**src/rtl/ilace_tx_pkg.sv**
```systemverilog
package ilace_tx_pkg;
    typedef enum logic [1:0] {
        COMP_U = 2'd0,
        COMP_Y = 2'd1,
        COMP_V = 2'd2
    } comp_t;

    typedef enum logic {
        FLD_ODD  = 1'b0,
        FLD_EVEN = 1'b1
    } field_t;

    typedef enum logic [1:0] {
        PH_U  = 2'd0,
        PH_Y0 = 2'd1,
        PH_V  = 2'd2,
        PH_Y1 = 2'd3
    } phase_t;
endpackage

```
**src/rtl/ilace_line_timer.sv**
```systemverilog
module ilace_line_timer #(
    parameter int LINE_CLKS = 32,
    localparam int HW = $clog2(LINE_CLKS)
) (
    input  logic          clk,
    input  logic          rst,
    input  logic          clk_en,
    output logic [HW-1:0] hpos,
    output logic          line_last
);
    logic [HW-1:0] hpos_q;

    assign hpos      = hpos_q;
    assign line_last = (hpos_q == HW'(LINE_CLKS - 1));

    always_ff @(posedge clk) begin
        if (rst) begin
            hpos_q <= '0;
        end else if (clk_en) begin
            if (line_last) hpos_q <= '0;
            else           hpos_q <= hpos_q + 1'b1;
        end
    end

    // the line position wraps to zero after the last position
    a_r2_line_wrap: assert property (@(posedge clk) disable iff (rst)
        (clk_en && line_last) |=> (hpos_q == '0));

    // the position holds while the enable is low
    a_r9_hpos_hold: assert property (@(posedge clk) disable iff (rst)
        (!clk_en) |=> $stable(hpos_q));
endmodule

```
**src/rtl/ilace_field_fsm.sv**
```systemverilog
module ilace_field_fsm
    import ilace_tx_pkg::*;
#(
    parameter int ODD_LINES  = 5,
    parameter int EVEN_LINES = 4,
    localparam int MAXL = (ODD_LINES > EVEN_LINES) ? ODD_LINES : EVEN_LINES,
    localparam int VW   = (MAXL > 1) ? $clog2(MAXL) : 1
) (
    input  logic   clk,
    input  logic   rst,
    input  logic   step,
    output field_t field,
    output logic   first_line
);
    field_t        state_q, state_d;
    logic [VW-1:0] vpos_q, vpos_d;
    logic          odd_done, even_done;

    assign odd_done  = (vpos_q == VW'(ODD_LINES - 1));
    assign even_done = (vpos_q == VW'(EVEN_LINES - 1));

    always_ff @(posedge clk) begin
        if (rst) begin
            state_q <= FLD_ODD;
            vpos_q  <= '0;
        end else begin
            state_q <= state_d;
            vpos_q  <= vpos_d;
        end
    end

    always_comb begin
        state_d = state_q;
        vpos_d  = vpos_q;
        if (step) begin
            unique case (state_q)
                FLD_ODD: begin
                    if (odd_done) begin
                        state_d = FLD_EVEN;
                        vpos_d  = '0;
                    end else begin
                        vpos_d = vpos_q + 1'b1;
                    end
                end
                FLD_EVEN: begin
                    if (even_done) begin
                        state_d = FLD_ODD;
                        vpos_d  = '0;
                    end else begin
                        vpos_d = vpos_q + 1'b1;
                    end
                end
            endcase
        end
    end

    assign field      = state_q;
    assign first_line = (vpos_q == '0);

    // the odd field hands over to the even field after its last line
    a_r5_odd_to_even: assert property (@(posedge clk) disable iff (rst)
        (step && state_q == FLD_ODD && odd_done) |=> (state_q == FLD_EVEN && vpos_q == '0));

    // the even field hands back to the next odd field
    a_r5_even_to_odd: assert property (@(posedge clk) disable iff (rst)
        (step && state_q == FLD_EVEN && even_done) |=> (state_q == FLD_ODD && vpos_q == '0));
endmodule

```
**src/rtl/ilace_byte_lane.sv**
```systemverilog
module ilace_byte_lane
    import ilace_tx_pkg::*;
#(
    parameter int DW = 8
) (
    input  logic          clk,
    input  logic          rst,
    input  logic          clk_en,
    input  logic          row_start,
    input  logic          accept,
    input  logic [DW-1:0] src_data,
    output comp_t         comp,
    output logic [DW-1:0] bus_data,
    output logic          data_rdy_n
);
    phase_t phase_q, phase_d;

    always_ff @(posedge clk) begin
        if (rst) phase_q <= PH_U;
        else     phase_q <= phase_d;
    end

    always_comb begin
        phase_d = phase_q;
        if (clk_en && row_start) begin
            phase_d = PH_U;
        end else if (accept) begin
            unique case (phase_q)
                PH_U:  phase_d = PH_Y0;
                PH_Y0: phase_d = PH_V;
                PH_V:  phase_d = PH_Y1;
                PH_Y1: phase_d = PH_U;
            endcase
        end
    end

    always_comb begin
        unique case (phase_q)
            PH_U:         comp = COMP_U;
            PH_V:         comp = COMP_V;
            PH_Y0, PH_Y1: comp = COMP_Y;
        endcase
    end

    always_ff @(posedge clk) begin
        if (rst) begin
            bus_data   <= '0;
            data_rdy_n <= 1'b1;
        end else if (clk_en) begin
            bus_data   <= accept ? src_data : '0;
            data_rdy_n <= !accept;
        end
    end

    // the pattern closes on U after the second luma byte
    a_r8_wrap_to_u: assert property (@(posedge clk) disable iff (rst)
        (accept && phase_q == PH_Y1) |=> (phase_q == PH_U));

    // an accepted byte raises the strobe on the next cycle
    a_r7_strobe_on_take: assert property (@(posedge clk) disable iff (rst)
        accept |=> (!data_rdy_n && bus_data == $past(src_data)));
endmodule

```
**src/rtl/ilace_tx_timer.sv**
```systemverilog
module ilace_tx_timer
    import ilace_tx_pkg::*;
#(
    parameter int LINE_CLKS    = 32,
    parameter int ACTIVE_BYTES = 16,
    parameter int ODD_LINES    = 5,
    parameter int EVEN_LINES   = 4,
    parameter int FS_LEN       = 3
) (
    input  logic       clk,
    input  logic       rst,
    input  logic       clk_en,
    input  logic [7:0] src_data,
    input  logic       src_valid,
    output logic       src_ready,
    output logic [1:0] req_comp,
    output logic [7:0] bus_data,
    output logic       row_sync_n,
    output logic       field_sync_n,
    output logic       data_rdy_n
);
    localparam int HW   = $clog2(LINE_CLKS);
    localparam int HALF = LINE_CLKS / 2;

    logic [HW-1:0] hpos;
    logic          line_last, first_line, active, accept, fs_zone, row_start;
    field_t        field;
    comp_t         comp;

    ilace_line_timer #(.LINE_CLKS(LINE_CLKS)) u_line (
        .clk       (clk),
        .rst       (rst),
        .clk_en    (clk_en),
        .hpos      (hpos),
        .line_last (line_last)
    );

    ilace_field_fsm #(.ODD_LINES(ODD_LINES), .EVEN_LINES(EVEN_LINES)) u_field (
        .clk        (clk),
        .rst        (rst),
        .step       (clk_en && line_last),
        .field      (field),
        .first_line (first_line)
    );

    assign row_start = (hpos == '0);
    assign active    = (int'(hpos) >= 1) && (int'(hpos) <= ACTIVE_BYTES);
    assign src_ready = clk_en && active;
    assign accept    = src_ready && src_valid;

    always_comb begin
        fs_zone = 1'b0;
        if (first_line) begin
            unique case (field)
                FLD_ODD:  fs_zone = (int'(hpos) < FS_LEN);
                FLD_EVEN: fs_zone = (int'(hpos) >= HALF) && (int'(hpos) < HALF + FS_LEN);
            endcase
        end
    end

    ilace_byte_lane #(.DW(8)) u_lane (
        .clk        (clk),
        .rst        (rst),
        .clk_en     (clk_en),
        .row_start  (row_start),
        .accept     (accept),
        .src_data   (src_data),
        .comp       (comp),
        .bus_data   (bus_data),
        .data_rdy_n (data_rdy_n)
    );

    assign req_comp = comp;

    always_ff @(posedge clk) begin
        if (rst) begin
            row_sync_n   <= 1'b1;
            field_sync_n <= 1'b1;
        end else if (clk_en) begin
            row_sync_n   <= !row_start;
            field_sync_n <= !fs_zone;
        end
    end

    // data never shares a cycle with the row strobe
    a_r7_no_data_in_sync: assert property (@(posedge clk) disable iff (rst)
        !data_rdy_n |-> row_sync_n);

    // the source is never asked for a byte on the row position
    a_r6_ready_off_row: assert property (@(posedge clk) disable iff (rst)
        src_ready |-> !row_start);

    // outputs stay put across a disabled edge
    a_r9_outputs_hold: assert property (@(posedge clk) disable iff (rst)
        !clk_en |=> ($stable(row_sync_n) && $stable(field_sync_n) && $stable(data_rdy_n) && $stable(bus_data)));

    // the row strobe lasts a single enabled cycle
    a_r2_row_short: assert property (@(posedge clk) disable iff (rst)
        (clk_en && !row_sync_n) |=> row_sync_n);
endmodule

```
**config.mk**
```make
export PLATFORM = sky130hd
export DESIGN_NAME = ilace_tx_timer
export DESIGN_NICKNAME = d
export VERILOG_FILES = /design/src/rtl/ilace_tx_pkg.sv /design/src/rtl/ilace_line_timer.sv /design/src/rtl/ilace_field_fsm.sv /design/src/rtl/ilace_byte_lane.sv /design/src/rtl/ilace_tx_timer.sv
export SDC_FILE = /design/constraint.sdc
export NUM_CORES = 1
export LEC_CHECK = 0
export ABC_CLOCK_PERIOD_IN_PS = 2100
export BUFFER_PORTS_ARGS = -buffer_cell sky130_fd_sc_hd__buf_2
export CORE_ASPECT_RATIO = 0.6
export CORE_MARGIN = 3
export CORE_UTILIZATION = 33
export DETAILED_ROUTE_END_ITERATION = 10
export PLACE_DENSITY_LB_ADDON = 0.25
export SLEW_MARGIN = 20
export SYNTH_ARGS = -nofsm -noshare
export SYNTH_HDL_FRONTEND = slang
export SYNTH_SLANG_ARGS = --single-unit
export TNS_END_PERCENT = 30
```
**constraint.sdc**
```tcl
create_clock -name clk -period 2.1 [get_ports clk]
set_clock_uncertainty 0.2 [all_clocks]
set_input_delay 0.315 -clock clk [delete_from_list [all_inputs] [get_ports clk]]
set_output_delay 0.315 -clock clk [all_outputs]
set_load 0.01 [all_outputs]
```
==> results.tsv <==
metric	value	unit
outcome	finished with violations	
violations	setup timing	
hold_buffers	0	
finalSetupViolCount	1	
drcViolationCount	0	
ys_types	31	
initial_core_util	0.364	
io_buffers	25	
grt_pass1_vias	890	
regArea	443	um^2
max_freq	0.474	GHz
ctsLongestPathBuffers	2	
ys_warn_count	0	
drive_above_1_share	0.354	
seq_area_frac_synth	0.400	
crit_buf_inv	2	
crit_path_max_incr_delay	0.38	ns
ys_async_sr_fraction	0	
cp_max_fo	2	
worstSetupPathType	reg -> out	
clkTransAtPathRegs	0.08	ns
fp.dieH	50.7	um
finalWeightedCongestion	0.707	
drt_iter0_drc	63	
syn_inst	114	
hold_slack	0.0732	ns
cts-root-buf	clkbuf_8	
rows	15	
crit_chain	inv_2 -> ha_4 -> or3b_4 -> a221oi_2 -> buf_2	
tightestPinTransition	0.525	ns
timing.final.max_slew_violations	0	
grt_pass1_wl	4.10	mm
wire_per_inst	12.6	um
multiInputGateArea	649	um^2
fp.dieW	80.6	um
cts_buffers	3	
hp-class	in -> reg	
crit_required	1.58	ns
htree_num_levels	1	
vias	929	
slowest_stage	or3b_4	
antenna_found_initial	0	
placed_cells	181	
peakVddDrop	0.000321	V
gr-total-overflow	0	
dr.pass1.iters	4	
leakagePower	0.621	nW
syn_to_final_growth	30.3	%
relSlewSlack	0.648	
arrival	1.59	ns
grt_setup_unrepaired	true	
start_kind	flop	
path_delay_family	simple AND/OR/NAND/NOR gates	
ios	26	
ys.flop_type	dfxtp_1	
fillers	289	
ys_seq_elements	22	
wl	2.39	mm
ant_nets	0	
synth-edff-count	0	
fin_ws	-0.00793	ns
cp-end-kind	primary output	
antennaDiodeCount	0	
hold_viol_final	0	
final_cells	189	
drv_cap	0	
cts_tree	yes	
synthesis.nets	138	
syn-mean-instance-area	9.66	um^2
grt_max_degree	16	
grt_util_all_layers	0.127	
fin_crit	2.11	ns
dp_hpwl	1.77	mm
worst_skew_pair.late_latency	0.26	ns
die_area	4090	um^2
coreArea	3020	um^2
finalNetCount	172	
powerDensity	666	nW/um^2
min_period_over_period	1.00	
clock-sinks	22	
via_per_inst	4.92	
syn_area	1100	um^2
==> metal layers <==
metal / track usage / wire [um] / vias to the layer above
li1: - / - / 472
met1: 0.175 / 1250 / 434
met2: 0.191 / 990 / 21
met3: 0.0448 / 136 / 2
met4: 0.0253 / 12 / 0
met5: 0 / 0 / -
==> cell usage after synthesis (all sizes together), types with 2 or more instances <==
| master | instances | area [um^2] |
|---|---|---|
| a211oi | 3 | 22.5 |
| a21oi | 5 | 25.0 |
| a221oi | 3 | 43.8 |
| a22o | 8 | 70.1 |
| and3 | 2 | 15.0 |
| clkbuf | 3 | 11.3 |
| dfxtp | 22 | 440 |
| ha | 12 | 150 |
| inv | 9 | 33.8 |
| mux2i | 2 | 20.0 |
| nand2 | 7 | 26.3 |
| nand2b | 2 | 12.5 |
| nor2 | 14 | 52.6 |
| nor3 | 3 | 15.0 |
| o2111ai | 2 | 17.5 |
| o21ai | 3 | 15.0 |
==> per-stage QoR <==
step	total power [mW]	TNS [ns]	setup WS (ns)	area, um^2	util
CTS	0.963	-0.0312	-0.0312	1410	0.467
finish	0.956	-0.00793	-0.00793	1440	0.475
floorplan	0.511	0	0.168	1100	-
detailed placement	0.551	0	0.139	1290	0.426
global placement	0.549	0	0.128	1290	0.426
global route	0.996	-0.189	-0.0651	1440	0.475
==> worst register-to-register path: stages, from the launching register on <==
cell and delay, ns:
dfxtp_2 0.33, buf_4 0.13, buf_4 0.14, ha_1 0.21
and3_2 0.21, ha_1 0.26, and2_1 0.22, a31oi_1 0.17
nor3_1 0.07
==> area by class of cell <==
cell class | count | area share
timing repair buffer | 33 | 0.129
multi-input combinational | 79 | 0.452
sequential | 22 | 0.309
tap | 42 | 0.0366
clock buffer | 3 | 0.0288
clock inverter | 1 | 0.0209
inverter | 9 | 0.0235
==> worst paths after layout <==
kind / startpoint / slack (ns) / cells after the start / to
worst max-delay path: u_line.hpos[0] / -0.008 / 5 / src_ready
worst min-delay path: src_data[3] / 0.07 / 2 / u_lane.bus_data[3]
worst max register to register: u_line.hpos[0] / 0.03 / 8 / u_field.field
worst min register to register: u_lane.bus_data[1] / 0.28 / 1 / u_lane.bus_data[1]
==> cells in the final DEF (no fill, tap or decap) <==
master,netlist,final
inv_2,0,2
o21bai_1,1,1
mux2i_1,2,2
nand3b_1,1,1
a22o_1,8,8
and3_2,2,2
and2b_2,0,1
nor3_1,3,3
ha_4,0,2
a211oi_1,3,3
a41oi_1,1,1
nand4b_1,1,1
nand2b_1,2,2
inv_1,9,7
a31oi_1,1,1
a221oi_4,1,1
xnor2_1,1,1
and2_1,1,1
o21ai_0,3,3
a21oi_1,5,5
buf_4,0,8
nor4b_2,0,1
a211o_1,1,1
bufinv_16,0,1
nor2_1,14,14
dfxtp_2,0,2
o2111ai_1,2,2
nand2_1,7,7
a22oi_1,1,1
buf_2,0,25
or3b_4,1,1
nor4_4,1,1
dfxtp_1,22,20
clkbuf_8,0,3
a221oi_2,0,2
ha_1,12,10
==> power breakdown <==
part	switching (mW)	internal, mW
clock network	0.139	0.254
logic	0.0614	0.0631
registers	0.00743	0.430
total	0.208	0.748
==> cell families after synthesis <==
family / after synthesis / synth area share
muxes: 2 / 0.0182
adders and majority gates: 12 / 0.136
and+or+nand+nor: 35 / 0.175
AOI/OAI and AO/OA: 29 / 0.211
xor gates and xnor gates: 1 / 0.00796
buffers and inverters: 13 / 0.0511
DFF: 22 / 0.400
==> state kept, by name, summed over array words and instances, names as in the netlist <==
register,count
row_sync_n,1
field_sync_n,1
u_lane.bus_data,8
u_lane.phase_q,2
u_field.field,1
u_line.hpos,5
u_field.vpos_q,3
u_lane.data_rdy_n,1
==> what timing repair did <==
| action | 4_1_cts | 5_1_grt |
|---|---|---|
| buffers inserted | 4 | 1 |
| endpoints found under the setup margin | 1 | 14 |
| pin swaps | 11 | 5 |
| cloned | 0 | 0 |
| endpoints found under the hold margin | 0 | 0 |
| gates resized for setup | 9 | 3 |
Note: power is estimated with default switching activity, not from simulation.
